## src/rtl/cap_pkg.sv

```systemverilog
package cap_pkg;

  typedef enum logic [1:0] {
    BUF_FREE = 2'd0,
    BUF_FILL = 2'd1,
    BUF_DONE = 2'd2
  } buf_st_e;

  // Byte stored for one sensor sample; narrow bus keeps the low five bits.
  function automatic logic [7:0] fmt_sample(input logic [7:0] d, input logic wide);
    return wide ? d : {3'b000, d[4:0]};
  endfunction

  // Sample keep decision under odd-sample decimation.
  function automatic logic keep_sample(input logic odd_sel, input logic is_odd);
    return !odd_sel || is_odd;
  endfunction

endpackage

```

## src/rtl/cap_line_ctl.sv

```systemverilog
module cap_line_ctl
  import cap_pkg::*;
#(
  parameter int FRAME_LINES_LO = 240,
  parameter int FRAME_LINES_HI = 288
) (
  input  logic       clk,
  input  logic       rst_n,
  input  logic       cap_en,
  input  logic       wide_sel,
  input  logic       odd_only,
  input  logic       frame_mode,
  input  logic       res_sel,
  input  logic       vsync,
  input  logic       hsync,
  input  logic [7:0] din,
  output logic       line_start,
  output logic       line_end,
  output logic       wr_en,
  output logic [7:0] wr_byte
);

  localparam int LMAX = (FRAME_LINES_HI > FRAME_LINES_LO) ? FRAME_LINES_HI : FRAME_LINES_LO;
  localparam int LW   = $clog2(LMAX + 1);

  logic          hs_q, vs_q, par_q, armed_q;
  logic [LW-1:0] lines_q;
  logic          hs_rise, hs_fall, vs_rise, odd_now, accept;
  logic [LW-1:0] target;

  assign hs_rise    = hsync & ~hs_q;
  assign hs_fall    = ~hsync & hs_q;
  assign vs_rise    = vsync & ~vs_q;
  assign target     = res_sel ? LW'(FRAME_LINES_HI) : LW'(FRAME_LINES_LO);
  assign accept     = frame_mode ? armed_q : 1'b1;
  assign odd_now    = hs_rise | ~par_q;
  assign line_start = hs_rise & cap_en & accept;
  assign line_end   = hs_fall;
  assign wr_en      = hsync & cap_en & keep_sample(odd_only, odd_now);
  assign wr_byte    = fmt_sample(din, wide_sel);

  always_ff @(posedge clk or negedge rst_n) begin
    if (!rst_n) begin
      hs_q    <= 1'b0;
      vs_q    <= 1'b0;
      par_q   <= 1'b0;
      armed_q <= 1'b0;
      lines_q <= '0;
    end else begin
      hs_q <= hsync;
      vs_q <= vsync;
      if (hsync) par_q <= odd_now;
      if (!frame_mode) begin
        armed_q <= 1'b0;
        lines_q <= '0;
      end else if (vs_rise) begin
        armed_q <= 1'b1;
        lines_q <= '0;
      end else if (hs_rise && armed_q) begin
        lines_q <= lines_q + LW'(1);
        if (lines_q + LW'(1) == target) armed_q <= 1'b0;
      end
    end
  end


  frame_gate_chk: assert property (@(posedge clk) disable iff (!rst_n)
    (frame_mode && !armed_q) |-> !line_start);


  odd_skip_chk: assert property (@(posedge clk) disable iff (!rst_n)
    (odd_only && $past(odd_only) && hsync && $past(hsync) && $past(wr_en)) |-> !wr_en);

endmodule

```

## src/rtl/cap_buf_bank.sv

```systemverilog
module cap_buf_bank
  import cap_pkg::*;
#(
  parameter int BUF_BYTES = 64,
  parameter int NUM_BUFS  = 3
) (
  input  logic                           clk,
  input  logic                           rst_n,
  input  logic                           line_start,
  input  logic                           line_end,
  input  logic                           wr_en,
  input  logic [7:0]                     wr_byte,
  input  logic                           rd_pop,
  output logic                           rd_avail,
  output logic [7:0]                     rd_data,
  output logic [$clog2(BUF_BYTES+1)-1:0] rd_len,
  output logic                           rd_last,
  output logic                           wr_fire
);

  localparam int CW = $clog2(BUF_BYTES + 1);
  localparam int IW = $clog2(BUF_BYTES);
  localparam int PW = (NUM_BUFS > 1) ? $clog2(NUM_BUFS) : 1;

  function automatic logic [PW-1:0] ring_next(input logic [PW-1:0] p);
    return (p == PW'(NUM_BUFS - 1)) ? '0 : p + PW'(1);
  endfunction

  buf_st_e       st_q  [NUM_BUFS];
  logic [CW-1:0] len_q [NUM_BUFS];
  logic [7:0]    mem_q [NUM_BUFS][BUF_BYTES];
  logic [PW-1:0] wr_ptr_q, rd_ptr_q, nxt_wp;
  logic [CW-1:0] wcnt_q, wr_idx, wr_cnt_n;
  logic [IW-1:0] rd_idx_q;
  logic          open_q, can_open, start_ok, eff_open, buf_full, nxt_free, rd_done;
  logic [NUM_BUFS-1:0] fill_vec;

  assign can_open = (st_q[wr_ptr_q] == BUF_FREE);
  assign start_ok = line_start & can_open;
  assign eff_open = open_q | start_ok;
  assign wr_fire  = eff_open & wr_en;
  assign wr_idx   = start_ok ? '0 : wcnt_q;
  assign wr_cnt_n = wr_idx + CW'(1);
  assign buf_full = wr_fire && (wr_cnt_n == CW'(BUF_BYTES));
  assign nxt_wp   = ring_next(wr_ptr_q);
  assign nxt_free = (st_q[nxt_wp] == BUF_FREE);

  assign rd_avail = (st_q[rd_ptr_q] == BUF_DONE);
  assign rd_len   = len_q[rd_ptr_q];
  assign rd_data  = mem_q[rd_ptr_q][rd_idx_q];
  assign rd_last  = rd_avail && ((CW'(rd_idx_q) + CW'(1)) == rd_len);
  assign rd_done  = rd_pop & rd_last;

  for (genvar g = 0; g < NUM_BUFS; g++) begin : g_fill
    assign fill_vec[g] = (st_q[g] == BUF_FILL);
  end

  always_ff @(posedge clk) begin
    if (wr_fire) mem_q[wr_ptr_q][wr_idx[IW-1:0]] <= wr_byte;
  end

  always_ff @(posedge clk or negedge rst_n) begin
    if (!rst_n) begin
      for (int b = 0; b < NUM_BUFS; b++) begin
        st_q[b]  <= BUF_FREE;
        len_q[b] <= '0;
      end
      wr_ptr_q <= '0;
      rd_ptr_q <= '0;
      rd_idx_q <= '0;
      wcnt_q   <= '0;
      open_q   <= 1'b0;
    end else begin
      // consumer side: only ever touches a closed buffer
      if (rd_done) begin
        st_q[rd_ptr_q] <= BUF_FREE;
        rd_ptr_q       <= ring_next(rd_ptr_q);
        rd_idx_q       <= '0;
      end else if (rd_pop && rd_avail) begin
        rd_idx_q <= rd_idx_q + IW'(1);
      end
      // capture side: only ever touches free or filling buffers
      if (line_end && open_q) begin
        if (wcnt_q != '0) begin
          st_q[wr_ptr_q]  <= BUF_DONE;
          len_q[wr_ptr_q] <= wcnt_q;
          wr_ptr_q        <= nxt_wp;
        end else begin
          st_q[wr_ptr_q] <= BUF_FREE;
        end
        wcnt_q <= '0;
        open_q <= 1'b0;
      end else if (buf_full) begin
        st_q[wr_ptr_q]  <= BUF_DONE;
        len_q[wr_ptr_q] <= CW'(BUF_BYTES);
        wr_ptr_q        <= nxt_wp;
        wcnt_q          <= '0;
        if (nxt_free) begin
          st_q[nxt_wp] <= BUF_FILL;
          open_q       <= 1'b1;
        end else begin
          open_q <= 1'b0;
        end
      end else if (wr_fire) begin
        st_q[wr_ptr_q] <= BUF_FILL;
        wcnt_q         <= wr_cnt_n;
        open_q         <= 1'b1;
      end else if (start_ok) begin
        st_q[wr_ptr_q] <= BUF_FILL;
        wcnt_q         <= '0;
        open_q         <= 1'b1;
      end
    end
  end


  one_fill_chk: assert property (@(posedge clk) disable iff (!rst_n)
    $onehot0(fill_vec));


  rd_len_chk: assert property (@(posedge clk) disable iff (!rst_n)
    rd_avail |-> (rd_len != '0) && (CW'(rd_idx_q) < rd_len));


  rd_order_chk: assert property (@(posedge clk) disable iff (!rst_n)
    (rd_pop && rd_last) |=> (rd_ptr_q == ring_next($past(rd_ptr_q))));

endmodule

```

## src/rtl/line_capture_tribuf.sv

```systemverilog
module line_capture_tribuf
  import cap_pkg::*;
#(
  parameter int BUF_BYTES      = 64,
  parameter int NUM_BUFS       = 3,
  parameter int FRAME_LINES_LO = 240,
  parameter int FRAME_LINES_HI = 288
) (
  input  logic                           pclk,
  input  logic                           rst_n,
  input  logic                           cap_en,
  input  logic                           wide_sel,
  input  logic                           odd_only,
  input  logic                           frame_mode,
  input  logic                           res_sel,
  input  logic                           vsync,
  input  logic                           hsync,
  input  logic [7:0]                     din,
  input  logic                           rd_pop,
  output logic                           rd_avail,
  output logic [7:0]                     rd_data,
  output logic [$clog2(BUF_BYTES+1)-1:0] rd_len,
  output logic                           rd_last
);

  logic       line_start, line_end, wr_en, wr_fire;
  logic [7:0] wr_byte;

  cap_line_ctl #(
    .FRAME_LINES_LO(FRAME_LINES_LO),
    .FRAME_LINES_HI(FRAME_LINES_HI)
  ) u_ctl (
    .clk       (pclk),
    .rst_n     (rst_n),
    .cap_en    (cap_en),
    .wide_sel  (wide_sel),
    .odd_only  (odd_only),
    .frame_mode(frame_mode),
    .res_sel   (res_sel),
    .vsync     (vsync),
    .hsync     (hsync),
    .din       (din),
    .line_start(line_start),
    .line_end  (line_end),
    .wr_en     (wr_en),
    .wr_byte   (wr_byte)
  );

  cap_buf_bank #(
    .BUF_BYTES(BUF_BYTES),
    .NUM_BUFS (NUM_BUFS)
  ) u_bank (
    .clk       (pclk),
    .rst_n     (rst_n),
    .line_start(line_start),
    .line_end  (line_end),
    .wr_en     (wr_en),
    .wr_byte   (wr_byte),
    .rd_pop    (rd_pop),
    .rd_avail  (rd_avail),
    .rd_data   (rd_data),
    .rd_len    (rd_len),
    .rd_last   (rd_last),
    .wr_fire   (wr_fire)
  );


  wr_gate_chk: assert property (@(posedge pclk) disable iff (!rst_n)
    wr_fire |-> (hsync && cap_en));


  narrow_chk: assert property (@(posedge pclk) disable iff (!rst_n)
    (wr_fire && !wide_sel) |-> (wr_byte[7:5] == 3'b000));

endmodule

```

## config.mk

```make
export PLATFORM = sky130hd
export DESIGN_NAME = line_capture_tribuf
export DESIGN_NICKNAME = d
export VERILOG_FILES = /design/src/rtl/cap_pkg.sv /design/src/rtl/cap_line_ctl.sv /design/src/rtl/cap_buf_bank.sv /design/src/rtl/line_capture_tribuf.sv
export SDC_FILE = /design/constraint.sdc
export NUM_CORES = 2
export LEC_CHECK = 0
export ABC_AREA = 0
export BUFFER_PORTS_ARGS = -buffer_cell sky130_fd_sc_hd__buf_4
export CORE_ASPECT_RATIO = 1.4
export CORE_MARGIN = 10
export CORE_UTILIZATION = 40
export DETAILED_ROUTE_END_ITERATION = 7
export HOLD_SLACK_MARGIN = 0.15
export SETUP_SLACK_MARGIN = 0.15
export SYNTH_ARGS = -nofsm -noshare
export SYNTH_HDL_FRONTEND = slang
export SYNTH_SLANG_ARGS = --single-unit
export TNS_END_PERCENT = 30
```

## constraint.sdc

```tcl
create_clock -name pclk -period 11.62 [get_ports pclk]
set_clock_uncertainty 0.05 [all_clocks]
set_input_delay 0.581 -clock pclk [delete_from_list [all_inputs] [get_ports pclk]]
set_output_delay 0.581 -clock pclk [all_outputs]
set_load 0.02 [all_outputs]
```

Word-level counts from Yosys, hierarchy flattened

Memories as Yosys holds them, arrays and structs flattened.
Index checks and enable logic that the tools add are counted.

Add/subtract/negate cells: 6
Reductions and logical operators: 19
Muxes and demuxes: 64
$lt $le $gt $ge: 9
Equal/unequal tests: 9
Bitwise operators: 37

Operators with widths:

| operator            | count |
|---|---|
| $mux 512            | 1 |
| $mux 21             | 3 |
| $mux 6              | 9 |
| $mux 7              | 7 |
| $bmux 8 s6          | 1 |
| $demux 8 s6         | 1 |
| $mux 9              | 4 |
| $mux 8              | 4 |
| $mux 2              | 14 |
| $bwmux 21           | 1 |
| $and 18x18->18      | 1 |
| $not 18->18         | 1 |
| $bmux 7 s2          | 1 |
| $demux 7 s2         | 1 |
| $ge 7x7->1 const B  | 2 |
| $not 6->7           | 2 |
| $and 6x6->6         | 2 |
| $bmux 2 s2          | 3 |
| $demux 2 s2         | 3 |
| $not 6->6           | 2 |
| $or 3x3->3          | 4 |
| $mux 1              | 11 |
| $and 1x1->1         | 10 |
| $add 9x1->9 const B | 1 |
| 26 further kinds    | 55 |

Output and inout port bits: 17
Word-level logic and storage cells: 161
Bits of input ports: 18
Memories kept: 1
RAM bits: 1536
Register bits: 58

Memory list:

| name         | depth | width | read ports | clocked after Yosys merged registers in | write ports | line               | text |
|---|---|---|---|---|---|---|---|
| u_bank.mem_q | 3     | 512   | 1          | 0                                       | 1           | cap_buf_bank.sv:31 | `logic [7:0] mem_q [NUM_BUFS][BUF_BYTES];` |

Longest topological paths before layout

Depth in word-level cells: 13
Depth in mapped cells: 16
Depth with buffers taken out: 13

By module

A second synthesis with hierarchy kept.

Cell total of the unflattened synthesis: 4167
Area, all modules: 64735.8 µm²

By module, submodules not included:

| module       | sequential area each (µm²) | area an instance (µm²) | times used | cells an instance |
|---|---|---|---|---|
| cap_buf_bank | 47250.3                    | 63912.5                | 1          | 4077 |
| cap_line_ctl | 325.3                      | 823.3                  | 1          | 90 |

Worst setup path after synthesis

No wires, ideal clock.

Kind: input-to-reg
Start: input port hsync
End: register u_bank.len_q[10] in the netlist's numbering
Path buffers: 2
Slack: 7618 ps
Stages on the path: 14
Required time: 11445 ps
Setup time: 125 ps
Data arrival time: 3827 ps
Cell sequence: clkbuf_2 nor2b_1 nand3_1 or3_1 clkbuf_1 nand2_1 inv_1 ha_1 and3_4 or3b_4 a2111oi_4 nand2_4 a21oi_4 mux2_2

Longest elaborated chain between the ends: 10
Elaborated cells between the ends (all ways): 21
Classes of those cells: add/sub (1); eq/ne (2); mux (2); bitwise (11); reduce/logical (5)

RTL lines:

| what                               | line                      | text |
|---|---|---|
| start, declared                    | line_capture_tribuf.sv:17 | `input logic hsync,` |
| $and 1x1->1                        | cap_line_ctl.sv:31        | `assign hs_rise = hsync & ~hs_q;` |
| $and 1x1->1 (2 in a row)           | cap_line_ctl.sv:37        | `assign line_start = hs_rise & cap_en & accept;` |
| $and 1x1->1                        | cap_buf_bank.sv:39        | `assign start_ok = line_start & can_open;` |
| $mux 7                             | --                        |  |
| $add 7x1->7                        | cap_buf_bank.sv:43        | `assign wr_cnt_n = wr_idx + CW'(1);` |
| $eq 7x7->1                         | cap_buf_bank.sv:44        | `assign buf_full = wr_fire && (wr_cnt_n == CW'(BUF_BYTES));` |
| $logic_and 1x1->1                  | cap_buf_bank.sv:44        |  |
| $reduce_bool 2->1 (no source line) | --                        |  |
| $reduce_and 2->1 (no source line)  | --                        |  |
| end signal, assigned by index      | cap_buf_bank.sv:86        | `len_q[wr_ptr_q] <= wcnt_q;` |
| end signal, assigned by index      | cap_buf_bank.sv:95        | `len_q[wr_ptr_q] <= CW'(BUF_BYTES);` |
| end, declared                      | cap_buf_bank.sv:30        | `logic [CW-1:0] len_q [NUM_BUFS];` |

Several ways; a longest one is shown, not always the timed one.
A chain may end at the register's enable or synchronous reset.

Final worst setup path

Start: register u_bank.rd_ptr_q[1]
End: output port rd_data[2]

Longest elaborated chain between the ends: 4

RTL lines:

| what                                      | line                      | text |
|---|---|---|
| start, declared                           | cap_buf_bank.sv:32        | `logic [PW-1:0] wr_ptr_q, rd_ptr_q, nxt_wp;` |
| start signal, assigned                    | cap_buf_bank.sv:77        | `rd_ptr_q <= ring_next(rd_ptr_q);` |
| $mem_v2 3x512                             | --                        |  |
| $bmux 8 s6                                | cap_buf_bank.sv:50        | `assign rd_data = mem_q[rd_ptr_q][rd_idx_q];` |
| $mux 8 (not written as such) (2 in a row) | cap_buf_bank.sv:50        |  |
| end, declared                             | line_capture_tribuf.sv:21 | `output logic [7:0] rd_data,` |

No other way between the ends. The select of a mux whose other input is x is not followed.

==> flow_metrics.env <==
export IMPL_status="complete, no violations"
export IMPL_portBuffers=34
export IMPL_grt_pass1_vias=35050
export IMPL_drv_cap=0
export IMPL_synth_edf_count=1536
export IMPL_grtUsageTotal_pct=19.00
export IMPL_dieArea_um2=177900
export IMPL_reg2reg_to="u_bank.rd_ptr_q[0]"
export IMPL_worstMarginPinSlew_ps=1175
export IMPL_p_int_mw=9.276
export IMPL_ff_latch_area_um2=47590
export IMPL_die_h_um=495.1
export IMPL_multiInputGateArea_um2=15670
export IMPL_yosys_warnings=0
export IMPL_finalHoldViolCount=0
export IMPL_final_fill_count=13990
export IMPL_holdWs_ps=204.9
export IMPL_ir_worst_vdd_uv=137.7
export IMPL_antenna_found_initial=5
export IMPL_cts_root_buf="clkbuf_16"
export IMPL_final_cell_mix="edfxtp_1, mux2i_1, nor2_1"
export IMPL_coreArea_um2=160500
export IMPL_synth_cell_types=79
export IMPL_slew_headroom_pct=21.69
export IMPL_cts_tree="done"
export IMPL_crit_path_max_incr_delay_ps=940
export IMPL_cts_path_max_buffers=3
export IMPL_drtIter0Drc=3808
export IMPL_min_delay_start="din[1]"
export IMPL_period_share_pct=56.55
export IMPL_h_tree_depth=4
export IMPL_cp_depth=9
export IMPL_cp_slowest_cell="a221oi_1"
export IMPL_critPathKind="reg2out"
export IMPL_p_leak_nw=21.89
export IMPL_syn_to_final_growth_pct=10.48
export IMPL_setup_viol=0
export IMPL_drtAntennaViolNets=0
export IMPL_cpLargestDelayFamily="buffers and inverters"
export IMPL_postCtsHoldBufs=5
export IMPL_cts_repair_resized=0
export IMPL_cp_cell_sequence="buf_12 > buf_12 > buf_4 > o21ai_0 > o211ai_1 > o211ai_1 > a221oi_1 > o32ai_1 > buf_4"
export IMPL_power_switching_mw=3.153
export IMPL_fp_row_count=174
export IMPL_placed_area_um2=66880
export IMPL_clkPwrFrac_pct=36.1
export IMPL_place_ws_ps=5901
export IMPL_nets=3942
export IMPL_power_frac_comb_pct=12.5
export IMPL_route_detailed_drc=0
export IMPL_async_reset_ff_share_pct=3.639
export IMPL_hold_depth=1
export IMPL_stdcell_count=6140
export IMPL_arrival_ps=5940
export IMPL_seq_power_share_pct=51.5
export IMPL_wire_per_inst_um=28.29
export IMPL_synth_avg_cell_area_um2=16.47
export IMPL_r2r_start="u_bank.rd_idx_q[0]"
export IMPL_sw_frac_of_total_pct=25.37
export IMPL_clk_latency_ps=780
export IMPL_wl_um=173700
export IMPL_setup_tns_ps=0
export IMPL_power_density_nw_per_um2=174.5
export IMPL_holdPathEnd="u_bank.mem_q[1][121]"
export IMPL_stdcell_area_um2=71240
export IMPL_start_util_pct=40.19
export IMPL_grt_max_degree=158
export IMPL_grt_ovfl_total=0
export IMPL_syn_inst=3915
export IMPL_fin_ws_ps=5049
export IMPL_hp_class="in2reg"
export IMPL_finalPower_mw=12.43
export IMPL_postCtsSetupBuffers=0
export IMPL_rsz0062_at_grt="no"
export IMPL_startpoint_type="flop"
export IMPL_yosysSeqAreaShare_pct=73.78
export IMPL_fmax_mhz=152.2
export IMPL_drive_gt1_share_pct=13.96
export IMPL_mostFrequentLayoutCell="edfxtp_1"
export IMPL_pin_count=35
export IMPL_synthesis_area_um2=64480
export IMPL_required_ps=10990
export IMPL_dieWidth_um=359.3
export IMPL_dpl_hpwl_um=103600
export IMPL_syn_nets=3937
export IMPL_numCtsBuffers=143
export IMPL_grt_pass1_wl_um=250000
export IMPL_critPathCaptureType="output port"
export IMPL_ys_seq_elements=1594
export IMPL_slew_viol_final=0
export IMPL_drt_pass1_iterations=5
export IMPL_critPathMaxFanout=157
export IMPL_fin_crit_ps=6571
export IMPL_numClockSinks=1594
export IMPL_placedCellCount=5881
export IMPL_reg2regPathDepth=8
export IMPL_r2r_slack_ps=6820
export IMPL_vias=35300
export IMPL_gp_congestion=0.8166
export IMPL_synthFlopType="edfxtp_1"
export IMPL_crit_buf_inv=4
export IMPL_viasPerCell=5.750
export IMPL_final_core_util_pct=44.40
export IMPL_path_clk_slew_ps=60
synth_stat cells, types with 42 or more instances:
library cell  count  area share [%]
a211oi_1         46            0.54
a21oi_1         124            0.96
a22oi_1          44            0.51
buf_2            83            0.64
buf_4            45            0.52
clkbuf_1        106            0.62
dfrtp_1          58             2.3
edfxtp_1       1536              72
mux2_2          100             1.7
mux2i_1         380             5.9
mux4_2          130             4.5
nand2_1         274             1.6
nand3_1          42            0.33
nor2_1          295             1.7
o211ai_1         55            0.64
o21ai_0         231             1.8
flip-flops by register name (all words and copies together), names as in the netlist, 2 cells and up:
signal,cells
u_bank.mem_q,1536
u_bank.len_q,21
u_ctl.lines_q,9
u_bank.wcnt_q,7
u_bank.rd_idx_q,6
u_bank.st_q,6
u_bank.rd_ptr_q,2
u_bank.wr_ptr_q,2
routing by layer:
metal | GRT usage [%] | part of all wire (%) | vias up
met5 | 0 | 0 | -
met4 | 8.013 | 4.2 | 0
met3 | 3.017 | 6.3 | 326
met2 | 32.61 | 50 | 1379
met1 | 23.78 | 39 | 18290
li1 | - | - | 15310
cell type report:
type | instances | share of cell area, %
diodes | 1 | 0.003513
well taps | 2112 | 3.710
repair buffers | 111 | 1.351
clock buffers | 191 | 5.396
multi-input cells | 2053 | 22.00
clock inverters | 61 | 0.6358
flip-flops and latches | 1594 | 66.81
inverters | 17 | 0.09660
cells by family after synthesis:
family / count (synthesis) / synth area share [%]
AOI/OAI and AO/OA: 655 / 6.409
xor gates and xnor gates: 28 / 0.4017
adders and majority gates: 4 / 0.07762
buffers and inverters: 268 / 2.020
DFF: 1594 / 73.78
muxes: 616 / 12.33
and+or+nand+nor: 750 / 4.981
power groups by stage:
stage               Clock (mW)  Sequential, mW  Combinational (mW)
floorplan                    0            6.47               0.969
global placement             0            6.52                1.54
detailed placement           0            6.52                1.55
CTS                       4.55            6.39                1.55
global route              4.75            6.40                1.62
finish                    4.48            6.40                1.55
how the worst max path moves through the flow:
stage                        from                to  slack [ps]
2_1_floorplan               hsync  u_bank.len_q[10]        7620
3_3_place_gp   u_bank.rd_ptr_q[1]        rd_data[2]        5920
3_5_place_dp   u_bank.rd_ptr_q[1]        rd_data[2]        5900
4_1_cts        u_bank.rd_ptr_q[1]        rd_data[2]        5020
5_1_grt        u_bank.rd_ptr_q[1]        rd_data[2]        4840
6_report       u_bank.rd_ptr_q[1]        rd_data[2]        5050
Note: power is estimated with default switching activity, not from simulation.
